==> config.mk <==
export PLATFORM = sky130hd
export DESIGN_NAME = irq_accept_unit
export DESIGN_NICKNAME = d
export VERILOG_FILES = /design/src/rtl/irq_accept_pkg.sv /design/src/rtl/iau_sync_chain.sv /design/src/rtl/iau_nmi_edge_latch.sv /design/src/rtl/iau_disable_flag.sv /design/src/rtl/iau_arbiter.sv /design/src/rtl/irq_accept_unit.sv
export SDC_FILE = /design/constraint.sdc
export NUM_CORES = 1
export LEC_CHECK = 0
export ABC_AREA = 1
export BUFFER_PORTS_ARGS = -buffer_cell sky130_fd_sc_hd__clkbuf_2
export CORE_AREA = 2 2 39 41
export CTS_CLUSTER_DIAMETER = 100
export DETAILED_ROUTE_END_ITERATION = 8
export DIE_AREA = 0 0 41 43
export PLACE_DENSITY = 0.39
export SETUP_SLACK_MARGIN = 0.3
export SYNTH_ARGS = -nofsm -noshare
export SYNTH_HDL_FRONTEND = slang
export SYNTH_SLANG_ARGS = --single-unit
==> constraint.sdc <==
create_clock -name clk -period 0.9 [get_ports clk]
set_input_delay 0.18 -clock clk [delete_from_list [all_inputs] [get_ports clk]]
set_output_delay 0.18 -clock clk [all_outputs]
set_load 0.05 [all_outputs]
==> src/rtl/irq_accept_pkg.sv <==
package irq_accept_pkg;

   typedef enum logic {
      VEC_MASKABLE = 1'b0,
      VEC_NONMASK  = 1'b1
   } vec_sel_e;

   typedef struct packed {
      logic rti;
      logic rti_val;
      logic set_dis;
      logic clr_dis;
   } flag_cmd_t;

endpackage

==> src/rtl/iau_sync_chain.sv <==
module iau_sync_chain #(
   parameter int   STAGES  = 2,
   parameter logic RST_VAL = 1'b1
) (
   input  logic clk,
   input  logic rst_n,
   input  logic d_async,
   output logic q_sync
);
   localparam int LAST = STAGES - 1;

   generate
      if (STAGES < 2) begin : g_bad_depth
         $error("iau_sync_chain: STAGES must be at least 2");
      end
   endgenerate

   logic [LAST:0] stage_q;

   generate
      for (genvar i = 0; i <= LAST; i++) begin : g_stage
         if (i == 0) begin : g_first
            always_ff @(posedge clk or negedge rst_n) begin
               if (!rst_n) stage_q[i] <= RST_VAL;
               else        stage_q[i] <= d_async;
            end
         end else begin : g_next
            always_ff @(posedge clk or negedge rst_n) begin
               if (!rst_n) stage_q[i] <= RST_VAL;
               else        stage_q[i] <= stage_q[i-1];
            end
         end
      end
   endgenerate

   assign q_sync = stage_q[LAST];
endmodule

==> src/rtl/iau_nmi_edge_latch.sv <==
module iau_nmi_edge_latch (
   input  logic clk,
   input  logic rst_n,
   input  logic nmi_sync_n,
   input  logic take,
   output logic pending
);
   logic prev_q;
   logic pend_q;
   logic fall;

   assign fall = prev_q & ~nmi_sync_n;

   always_ff @(posedge clk or negedge rst_n) begin
      if (!rst_n) begin
         prev_q <= 1'b1;
         pend_q <= 1'b0;
      end else begin
         prev_q <= nmi_sync_n;
         pend_q <= fall | (pend_q & ~take);
      end
   end

   assign pending = pend_q;

   // an untaken edge stays latched
   a_r8_edge_held: assert property (@(posedge clk) disable iff (!rst_n)
      pend_q && !take |=> pend_q);

   // a taken edge is gone unless the line produced a new fall
   a_r7_single_fire: assert property (@(posedge clk) disable iff (!rst_n)
      pend_q && take && !fall |=> !pend_q);

   // a line that stays low raises no new request
   a_r7_low_no_new: assert property (@(posedge clk) disable iff (!rst_n)
      !pend_q && !nmi_sync_n && !prev_q |=> !pend_q);
endmodule

==> src/rtl/iau_disable_flag.sv <==
module iau_disable_flag
   import irq_accept_pkg::*;
#(
   parameter logic RESET_DISABLE = 1'b1
) (
   input  logic      clk,
   input  logic      rst_n,
   input  logic      entry,
   input  flag_cmd_t cmd,
   output logic      flag
);
   logic flag_q;
   logic flag_d;

   always_comb begin
      flag_d = flag_q;
      if (entry)            flag_d = 1'b1;
      else if (cmd.rti)     flag_d = cmd.rti_val;
      else if (cmd.set_dis) flag_d = 1'b1;
      else if (cmd.clr_dis) flag_d = 1'b0;
   end

   always_ff @(posedge clk or negedge rst_n) begin
      if (!rst_n) flag_q <= RESET_DISABLE;
      else        flag_q <= flag_d;
   end

   assign flag = flag_q;

   a_r3_entry_sets_flag: assert property (@(posedge clk) disable iff (!rst_n)
      entry |=> flag_q);

   a_r4_rti_restores: assert property (@(posedge clk) disable iff (!rst_n)
      !entry && cmd.rti |=> flag_q == $past(cmd.rti_val));

   a_r4_clear_only: assert property (@(posedge clk) disable iff (!rst_n)
      !entry && !cmd.rti && !cmd.set_dis && cmd.clr_dis |=> !flag_q);

   a_r4_hold: assert property (@(posedge clk) disable iff (!rst_n)
      !entry && !cmd.rti && !cmd.set_dis && !cmd.clr_dis |=> $stable(flag_q));
endmodule

==> src/rtl/iau_arbiter.sv <==
module iau_arbiter
   import irq_accept_pkg::*;
(
   input  logic     clk,
   input  logic     rst_n,
   input  logic     boundary,
   input  logic     nmi_pending,
   input  logic     irq_sync_n,
   input  logic     disable_flag,
   output logic     start,
   output vec_sel_e vec,
   output logic     take_nmi
);
   logic irq_eligible;

   assign irq_eligible = ~irq_sync_n & ~disable_flag;

   always_comb begin
      start    = 1'b0;
      vec      = VEC_MASKABLE;
      take_nmi = 1'b0;
      if (boundary) begin
         if (nmi_pending) begin
            start    = 1'b1;
            vec      = VEC_NONMASK;
            take_nmi = 1'b1;
         end else if (irq_eligible) begin
            start = 1'b1;
         end
      end
   end

   a_r2_masked_entry_legal: assert property (@(posedge clk) disable iff (!rst_n)
      start && vec == VEC_MASKABLE |-> !disable_flag && !irq_sync_n && boundary);

   a_r9_nmi_first: assert property (@(posedge clk) disable iff (!rst_n)
      boundary && nmi_pending |-> start && vec == VEC_NONMASK);

   a_r6_nmi_ignores_mask: assert property (@(posedge clk) disable iff (!rst_n)
      boundary && nmi_pending && disable_flag |-> start);
endmodule

==> src/rtl/irq_accept_unit.sv <==
module irq_accept_unit
   import irq_accept_pkg::*;
#(
   parameter int   SYNC_STAGES   = 2,
   parameter logic RESET_DISABLE = 1'b1
) (
   input  logic clk,
   input  logic rst_n,
   input  logic irq_n,
   input  logic nmi_n,
   input  logic insn_boundary,
   input  logic cmd_set_disable,
   input  logic cmd_clear_disable,
   input  logic cmd_rti,
   input  logic rti_disable_value,
   output logic int_start,
   output logic int_vec_nmi,
   output logic disable_flag
);
   logic      irq_sync_n;
   logic      nmi_sync_n;
   logic      nmi_pend;
   logic      take_nmi;
   logic      start;
   vec_sel_e  vec;
   flag_cmd_t cmd;
   logic      flag;

   iau_sync_chain #(.STAGES(SYNC_STAGES), .RST_VAL(1'b1)) i_sync_irq (
      .clk(clk), .rst_n(rst_n), .d_async(irq_n), .q_sync(irq_sync_n));

   iau_sync_chain #(.STAGES(SYNC_STAGES), .RST_VAL(1'b1)) i_sync_nmi (
      .clk(clk), .rst_n(rst_n), .d_async(nmi_n), .q_sync(nmi_sync_n));

   iau_nmi_edge_latch i_edge (
      .clk(clk), .rst_n(rst_n), .nmi_sync_n(nmi_sync_n),
      .take(take_nmi), .pending(nmi_pend));

   iau_arbiter i_arb (
      .clk(clk), .rst_n(rst_n), .boundary(insn_boundary),
      .nmi_pending(nmi_pend), .irq_sync_n(irq_sync_n),
      .disable_flag(flag), .start(start), .vec(vec), .take_nmi(take_nmi));

   assign cmd = '{rti: cmd_rti, rti_val: rti_disable_value,
                  set_dis: cmd_set_disable, clr_dis: cmd_clear_disable};

   iau_disable_flag #(.RESET_DISABLE(RESET_DISABLE)) i_flag (
      .clk(clk), .rst_n(rst_n), .entry(start), .cmd(cmd), .flag(flag));

   assign int_start    = start;
   assign int_vec_nmi  = (vec == VEC_NONMASK);
   assign disable_flag = flag;

   // a held maskable line re-enters once the mask is down
   a_r5_reentry: assert property (@(posedge clk) disable iff (!rst_n)
      insn_boundary && !flag && !irq_sync_n |-> int_start);

   // no entry outside a boundary
   a_r2_boundary_only: assert property (@(posedge clk) disable iff (!rst_n)
      !insn_boundary |-> !int_start);
endmodule

# [Word-level counts from Yosys, hierarchy flattened]
# Index checks and enable logic that the tools add are counted.
# Widths: inputs -> output; s select.
[classes] reduce_logical=1 bitwise_logic=8 mux=9
[op_table] op="$mux 1" count=9
[op_table] op="$not 1->1" count=4
[op_table] op="$reduce_bool 4->1" count=1
[op_table] op="$and 1x1->1" count=3
[op_table] op="$or 1x1->1" count=1
[word_totals] elab_cells=25 regBits=7 output_inout_bits=3 input_bits=9

# [Logic depth before layout (Yosys ltp)]
# Gate-level depths: netlist of the first run.
[logic_depth] depth_word=6 depth_mapped=5 depth_no_buf=5

# [Hierarchy]
# A second synthesis of the first run with hierarchy kept.
[hier_totals] cells_unflattened=27 hier_area_um2=264.0
[by_module_without_submodules] mod="iau_sync_chain" instances=2 seq_area_each_um2=52.6 area_each_um2=52.6 cells_each=2
[by_module_without_submodules] mod="iau_nmi_edge_latch" instances=1 seq_area_each_um2=51.3 area_each_um2=70.1 cells_each=7
[by_module_without_submodules] mod="iau_disable_flag" instances=1 seq_area_each_um2=26.3 area_each_um2=57.6 cells_each=9
[by_module_without_submodules] mod="iau_arbiter" instances=1 seq_area_each_um2=0.0 area_each_um2=31.3 cells_each=7

# [Least setup slack after synthesis of the first run]
# OpenSTA, ideal clock, no wires.
[synth_timing] path_kind="reg-to-output" start="register i_flag.flag_q, in the netlist i_flag.flag" end="output port int_start" n_path_buf=0 setup_slack_ps=-332 required_time_ps=720 t_arrival_ps=1052 stages_incl_launch_ff=4 cell_sequence="dfstp_2 > o21ai_1 > nand2_1 > inv_1"
[synth_between] elab_chain_len=5
[synth_lines] item="from (decl)" line="iau_disable_flag.sv:12" rtl="logic flag_q;"
[synth_lines] item="from (signal assigned)" line="iau_disable_flag.sv:25" rtl="else flag_q <= flag_d;"
[synth_lines] item="$not 1->1" line="iau_arbiter.sv:16" rtl="assign irq_eligible = ~irq_sync_n & ~disable_flag;"
[synth_lines] item="$and 1x1->1" line="iau_arbiter.sv:16"
[synth_lines] item="$mux 1" line="iau_arbiter.sv:27" rtl="end else if (irq_eligible) begin"
[synth_lines] item="$mux 1" line="iau_arbiter.sv:23" rtl="if (nmi_pending) begin"
[synth_lines] item="$mux 1" line="iau_arbiter.sv:22" rtl="if (boundary) begin"
[synth_lines] item="to (decl)" line="irq_accept_unit.sv:16" rtl="output logic int_start,"
# Every way passes these cells.

# [Worst setup path in the final report of the first run]
# Ends and elaborated chain as after synthesis.

==> metrics.txt, run 1 <==
nets@finish=54; mean post-synth cell area=~11 sq um; post-detail-place hpwl=312 um; largest net degree at the start of global routing=8; drt first-iter violations=1; DR WL/cell=6.52 um; count of final max-slew check failures=0; CTS tree=built; synth unique cells=7; pwr dens=1740 nW/um^2; status=complete, but fails checks; Clock power frac=between 30 and 40%; RSZ-0062 raised after global routing=yes; post-route setup slack=-347 ps; CTS buffer count=3; relative slew slack=89.2%; worst-margin pin slew=162 ps; Clock Path Buffers=2; part of the cycle the worst path needs=139%; Crit Path Max Fanout=2; Post-Place Worst Slack=-196 ps; grt ovf=0; failing checks=setup timing; Residual DRC=0; Die Height=around 43 um; # diodes=0; root buffer cell=clkbuf_4; Clock Latency Late Sink=240 ps; Post-Place Cell Area=350 sq um; Sum Neg Setup Slack=-1040 ps; vias post-DR=about 200; peak supply drop=0.856 mV; vias in the first global route=182; cts hold-fix bufs=1; Tmin final=1250 ps; CP endpoint kind=primary output; area of the multi-input gates=52.6 sq um; core area=1380 sq um; Ys Warns=0; Ports=12; Die X=41 um; GPL Wtd Cong=0.556; first-pass GRT wire length=669 um; final WL=391 um; synthesized instance count=23; Hold WC Path Type=in2reg; Seq/Total Area, Yosys=74.1%; critical path arrival=1070 ps; post-synthesis net count=32; DRT Pass-1 Iters=2; Final Cell Area=between 400 and 500 sq um; Slowest cell on crit path=dfstp_2; Setup CP Type=reg2out; Setup violations, final=4; layout cells sized above 1=72.7%; initial core utilization=17.8%; LEAKAGE=0.234 nW; total area of sequential cells=183 sq um; CTS H-Tree Depth=1; Setup crit start kind=flop; Int Power=just over 600 uW; Comb pwr share=22.1%; final count of hold timing violations=0; Fillers=144; Max-Cap Viols=0; Rows=14; Vias/cell=3.42; Worst Path Required=between 700 and 800 ps; Die Area=1760 sq um; highest clock rate=between 800 and 900 MHz; Total Routing Usage GR=6.52%; clock sinks=7; Mapped Area=246 sq um; switch share=around 24%; PortBufs=11; Power, Total=808 uW; Reg power frac=between 40 and 50%; Setup Skew=between 2 and 2.5 ps; CP max stage delay=530 ps; clk slew on worst S/H paths=50 ps; ANT nets after route=0; switching pwr=198 uW; initial antenna violation count=0; Seq cells post-synth=7; area growth from synthesis to layout=88.3%; crit path cell chain=o21ai_2, nand2_2, inv_2, buf_8
## stage by stage
stage	hold slack, ps	util, %	cells
finish	15.6	33.5	60
global route	-0.687	33.5	60
CTS	1.47	32.5	59
detailed placement	18.7	25.3	53
global placement	17.3	25.3	53
floorplan	-116	-	23
## flip-flops by register name (all words and copies together), names as in the netlist
| register | cells |
|---|---|
| i_edge.pending | 1 |
| i_flag.flag | 1 |
| i_edge.prev_q | 1 |
| i_sync_irq.q_sync | 1 |
| i_sync_nmi.q_sync | 1 |
| i_sync_nmi.stage_q | 1 |
| i_sync_irq.stage_q | 1 |
## routing by layer
layer	vias up	GRT usage, %	share of wire, %	wire length, um
met5	-	0	0	0
met4	0	8.00	0	0
met3	0	4.71	9.5	37
met2	8	7.81	54	212
met1	89	6.06	36	141
li1	108	-	-	-
## logic make-up after synthesis
group | Yosys count | synth area share [%]
buf+inv | 6 | 9.14
simple gates | 8 | 12.2
compound gates | 2 | 4.57
flops | 7 | 74.1
## cell type report
cell class	instances	area share [%]
Inverter	6	5.66
Sequential cell	7	39.4
Timing Repair Buffer	17	33.7
Clock buffer	4	5.66
Multi-Input combinational cell	10	11.3
Tap cell	16	4.31
## power groups by stage
stage	logic [mW]	clock network (mW)	registers, mW
4_1_cts	0.168	0.294	0.355
3_3_place_gp	0.118	0	0.358
2_1_floorplan	0.0493	0	0.374
6_report	0.179	0.272	0.357
5_1_grt	0.192	0.311	0.359
3_5_place_dp	0.119	0	0.359
## layout by cell type (no fill, tap or decap), types with 2 or more instances in the layout
master	n
buf_4	4
clkbuf_16	2
clkbuf_2	8
clkbuf_4	3
dfstp_2	6
inv_1	3
inv_2	2
nand2_1	4
nand2_2	3
## what timing repair did
action	4_1_cts	5_1_grt
pin swaps	3	1
setup buffers	1	1
endpoints found under the hold margin	7	1
gates cloned	0	0
resized for setup	10	5
setup endpoints to repair	5	5
## synth_stat cells
| library cell | n | share of area [%] |
|---|---|---|
| o21ai_1 | 1 | 2.0 |
| nand2_1 | 7 | 11 |
| dfstp_2 | 6 | 64 |
| o22ai_1 | 1 | 2.5 |
| inv_1 | 6 | 9.1 |
| nor2_1 | 1 | 1.5 |
| dfrtp_1 | 1 | 10 |
## critical path, delay by kind of cell, from the launching register on
kind	cells	cell delay (ps)
compound gates	1	50
flops	1	530
buf+inv	2	180
simple gates	1	60
## final timing paths
path                                            start                     to  cells past startpoint  slack (ps)
worst min-delay path                            nmi_n  i_sync_nmi.stage_q[0]                      1          20
worst min register to register  i_sync_nmi.stage_q[0]      i_sync_nmi.q_sync                      0         350
min in group asynchronous                       rst_n         i_edge.pending                      2         300
worst max-delay path                      i_flag.flag              int_start                      4        -350
worst max register to register            i_flag.flag            i_flag.flag                      6        -110
max in group asynchronous                       rst_n      i_sync_irq.q_sync                      2         370
Note: power is estimated with default switching activity, not from simulation.
==> run 2: changes to the inputs <==
--- a/config.mk
+++ b/config.mk
@@ -7,11 +7,13 @@
 export LEC_CHECK = 0
 export ABC_AREA = 1
 export BUFFER_PORTS_ARGS = -buffer_cell sky130_fd_sc_hd__clkbuf_2
+export CELL_PAD_IN_SITES_DETAIL_PLACEMENT = 1
+export CELL_PAD_IN_SITES_GLOBAL_PLACEMENT = 2
 export CORE_AREA = 2 2 39 41
 export CTS_CLUSTER_DIAMETER = 100
 export DETAILED_ROUTE_END_ITERATION = 8
 export DIE_AREA = 0 0 41 43
-export PLACE_DENSITY = 0.39
+export PLACE_DENSITY = 0.59
 export SETUP_SLACK_MARGIN = 0.3
 export SYNTH_ARGS = -nofsm -noshare
 export SYNTH_HDL_FRONTEND = slang
==> constraint.sdc (replaced) <==
create_clock -name clk -period 1.6 [get_ports clk]
set_input_delay 0.32 -clock clk [delete_from_list [all_inputs] [get_ports clk]]
set_output_delay 0.32 -clock clk [all_outputs]
set_load 0.05 [all_outputs]
==> run 2 against run 1 <==
The flow now finishes without violations. Clock skew about the same. Combinational power down 42%. Wire length up 81%. Worst hold slack better by 140 ps. First-iteration DRC count up 100%. Via count up 16%. Critical path depth unchanged. Design area down 1.3%. Largest power group unchanged. Highest routed layer unchanged.
==> metrics.txt, run 2 (synthesis results as in run 1) <==
Rows=14; critical path arrival=around 1100 ps; status=finished, final reports clean; Max-Cap Viols=0; worst-margin pin slew=between 150 and 200 ps; initial core utilization=about 18%; clock sinks=7; Setup crit start kind=flop; area growth from synthesis to layout=85.8%; post-detail-place hpwl=around 390 um; Clock Latency Late Sink=240 ps; highest clock rate=695 MHz; grt ovf=0; relative slew slack=88.9%; CP endpoint kind=primary output; Die Height=43 um; Post-Place Worst Slack=348 ps; Worst Path Required=approximately 1300 ps; Vias/cell=between 3 and 4; layout cells sized above 1=around two thirds; drt first-iter violations=2; Clock Path Buffers=2; RSZ-0062 raised after global routing=yes; core area=1380 sq um; Residual DRC=0; count of final max-slew check failures=0; PortBufs=11; Ports=12; Total Routing Usage GR=9.87%; part of the cycle the worst path needs=89.9%; CTS tree=built; vias post-DR=about 240; Setup violations, final=0; nets@finish=57; DRT Pass-1 Iters=2; largest net degree at the start of global routing=8; initial antenna violation count=0; CTS buffer count=3; ANT nets after route=0; Setup Skew=1.78 ps; Die Area=1760 sq um; Sum Neg Setup Slack=0 ps; first-pass GRT wire length=1.09 mm; Crit Path Max Fanout=2; post-route setup slack=161 ps; LEAKAGE=0.248 nW; pwr dens=between 1000 and 1500 nW/um^2; final count of hold timing violations=0; Setup CP Type=reg2out; DR WL/cell=11.2 um; Hold WC Path Type=in2reg; most frequent cells in the layout=clkbuf_2, buf_4, nand2_1; Die X=41 um; peak supply drop=0.399 mV; # diodes=0; clk slew on worst S/H paths=50 ps; vias in the first global route=264; CTS H-Tree Depth=1; final WL=708 um; root buffer cell=clkbuf_4; Tmin final=1440 ps; GPL Wtd Cong=0.570
## run 2: cell type report
| class | count | area (sq um) |
|---|---|---|
| Multi-Input combinational cell | 10 | 45.0 |
| Fill cell | 166 | 926 |
| Tap cell | 16 | 20.0 |
| Inverter | 6 | 22.5 |
| Clock buffer | 4 | 26.3 |
| Timing Repair Buffer | 20 | 161 |
| Sequential cell | 7 | 183 |
## run 2: through the flow
step / instance area [sq um] / utilization [%] / hold slack (ps) / cells / power (mW)
after global routing: 458 / 33.1 / 136 / 63 / 0.492
after CTS: 439 / 31.7 / 145 / 62 / 0.455
after floorplan: 246 / - / 24.4 / 23 / 0.236
final: 458 / 33.1 / 155 / 63 / 0.458
after detailed placement: 322 / 23.2 / 159 / 50 / 0.260
after global placement: 322 / 23.2 / 156 / 50 / 0.257
## run 2: metal layers
metal / GRT usage (%) / up-vias / share of wire [%]
li1: - / 113 / -
met1: 8.72 / 115 / 31
met2: 17.5 / 10 / 63
met3: 3.14 / 0 / 6.2
met4: 6.00 / 0 / 0
met5: 0 / - / 0
## run 2: repair_timing
action / CTS / global route
endpoints found under the setup margin: 2 / 4
pin swaps: 2 / 1
resized for setup: 5 / 8
hold endpoints to repair: 1 / 0
hold buffers: 1 / 0
buffers inserted: 7 / 1
## run 2: path summary, 6_finish.rpt
check | startpoint | endpoint | slack, ps | cells past startpoint
min in group asynchronous | rst_n | i_edge.pending | 440 | 2
hold reg to reg | i_sync_irq.stage_q[0] | i_sync_irq.q_sync | 360 | 0
setup reg to reg | i_sync_irq.q_sync | i_flag.flag | 180 | 9
setup / recovery | i_flag.flag | int_start | 160 | 4
hold / removal | irq_n | i_sync_irq.stage_q[0] | 160 | 1
max in group asynchronous | rst_n | i_flag.flag | 920 | 2
## run 2: critical path: stages, from the launching register on
cell and delay (ps):
dfstp_2 540, o21ai_2 50, nand2_1 100, inv_2 50, buf_8 140
## run 2: where the power goes
part           total, mW  internal [mW]  switching, mW
Clock              0.153         0.0947         0.0579
Sequential         0.201          0.195        0.00570
Combinational      0.104         0.0536         0.0509
==> run 3: changes to the inputs <==
--- a/config.mk
+++ b/config.mk
@@ -6,14 +6,14 @@
 export NUM_CORES = 1
 export LEC_CHECK = 0
 export ABC_AREA = 1
-export BUFFER_PORTS_ARGS = -buffer_cell sky130_fd_sc_hd__clkbuf_2
 export CELL_PAD_IN_SITES_DETAIL_PLACEMENT = 1
 export CELL_PAD_IN_SITES_GLOBAL_PLACEMENT = 2
-export CORE_AREA = 2 2 39 41
+export CORE_AREA = 5 5 42 44
 export CTS_CLUSTER_DIAMETER = 100
 export DETAILED_ROUTE_END_ITERATION = 8
-export DIE_AREA = 0 0 41 43
-export PLACE_DENSITY = 0.59
+export DIE_AREA = 0 0 47 49
+export DONT_BUFFER_PORTS = 1
+export PLACE_DENSITY = 0.45
 export SETUP_SLACK_MARGIN = 0.3
 export SYNTH_ARGS = -nofsm -noshare
 export SYNTH_HDL_FRONTEND = slang
==> run 3 against run 2 <==
Wire length decreased by 40%. Design area decreased by 32%. Final cell count decreased by 29%. Total power decreased by 13%. Critical endpoint unchanged. Count of clock-buffer cells in the layout unchanged. Highest routed layer unchanged. Critical path type unchanged.
==> metrics.txt, run 3 (synthesis results as in run 1) <==
Cells after DPL=40; CTS buffer count=3; final WL=423 um; # diodes=0; critical path arrival=1120 ps; area growth from synthesis to layout=25.9%; pwr dens=1280 nW/um^2; Sum Neg Setup Slack=0 ps; CP endpoint kind=primary output; Final Util=22.1%; DRT Pass-1 Iters=1; vias post-DR=approximately 160; Hold WC Path Type=in2reg; grt ovf=0; Setup violations, final=0; Rows=14; most frequent cells in the layout=nand2_1, inv_1, dfstp_2; Clock Path Buffers=2; CP max stage delay=roughly 360 ps; most common cell after layout, fill and taps aside=nand2_1; crit path cell chain=o21ai_1, nand2_1, inv_1; initial antenna violation count=0; initial core utilization=~18%; Max-Cap Viols=0; Clock Latency Late Sink=around 240 ps; Vias/cell=3.62; Die X=between 40 and 50 um; root buffer cell=clkbuf_4; Tmin final=1440 ps; Fillers=~180; Final Non-Filler Cells=45; Largest delay share family, worst path=flip-flops; R2R Setup Slk=580 ps; Ports=12; largest net degree at the start of global routing=8; CTS H-Tree Depth=1; DR WL/cell=around 9.4 um; Total Routing Usage GR=roughly 4.7%; total area of sequential cells=183 sq um; ANT nets after route=0; status=finished, final reports clean; post-detail-place hpwl=around 370 um; RSZ-0062 raised after global routing=yes; Setup CP Type=reg2out; layout cells sized above 1=between 30% and 40%; vias in the first global route=roughly 180; Crit Path Max Fanout=2; area of the multi-input gates=41.3 sq um; Worst Path Buf+Inv=1; Power, Total=just under 400 uW; Worst Path Required=between 1000 and 1500 ps; Post-Place Cell Area=274 sq um; peak supply drop=roughly 0.38 mV; clk slew on worst S/H paths=50 ps; relative slew slack=72.0%; clock sinks=7; core area=between 1000 and 1500 sq um; final count of hold timing violations=0; Residual DRC=0; nets@finish=39; Setup crit start kind=flop; worst-margin pin slew=420 ps; LEAKAGE=approximately 0.16 nW; GPL Wtd Cong=0.574; CTS tree=built; Slowest cell on crit path=dfstp_2; drt first-iter violations=0; part of the cycle the worst path needs=90.2%; highest clock rate=693 MHz; Final Cell Area=310 sq um; post_cts resized=0; count of final max-slew check failures=0; Setup Skew=3.12 ps; PortBufs=0; Die Area=2300 sq um; first-pass GRT wire length=between 700 and 800 um; Die Height=49 um
==> run 3: what timing repair did <==
| action | 4_1_cts | 5_1_grt |
|---|---|---|
| endpoints found under the hold margin | 7 | 0 |
| setup buffers | 0 | 0 |
| endpoints found under the setup margin | 1 | 3 |
| hold buffers | 1 | 0 |
==> run 3: final cells by class <==
cell class | count | area share [%]
Sequential cell | 7 | 58.9
Multi-Input combinational cell | 10 | 13.3
Clock buffer | 4 | 8.47
Inverter | 6 | 7.26
Tap cell | 16 | 6.45
Timing Repair Buffer | 2 | 5.65
==> run 3: worst reg2reg max path, cell delays in order (launching register included) <==
cell     delay [ps]
dfstp_2         520
buf_4           200
nand2_1          70
nand2_1          50
nand2_1          50
nand2_1          60
==> run 3: final timing paths <==
| path | startpoint | to | cells past startpoint |
|---|---|---|---|
| max | i_flag.flag | int_start | 3 |
| min | nmi_n | i_sync_nmi.stage_q[0] | 0 |
| max reg2reg | i_flag.flag | i_flag.flag | 5 |
| min reg2reg | i_sync_irq.stage_q[0] | i_sync_irq.q_sync | 0 |
| max in group asynchronous | rst_n | i_flag.flag | 1 |
| min in group asynchronous | rst_n | i_edge.pending | 1 |
==> run 3: layer usage <==
metal,wire (um),share of wire (%),track usage [%]
met5,0,0,0
met4,0,0,6.91
met3,42,9.9,1.48
met2,230,54,6.33
met1,150,35,4.27
==> run 3: power breakdown <==
part           internal, mW  total [mW]  switching [mW]
Clock                0.0946       0.152          0.0569
Sequential            0.195       0.200         0.00437
Combinational        0.0109      0.0457          0.0348
==> run 3: per-stage QoR <==
step / hold slack (ps) / worst slack, ps
finish: 71.1 / 158
global route: 50.0 / 87.7
CTS: 55.1 / 132
detailed placement: 24.6 / 402
global placement: 24.6 / 419
floorplan: 24.4 / 228
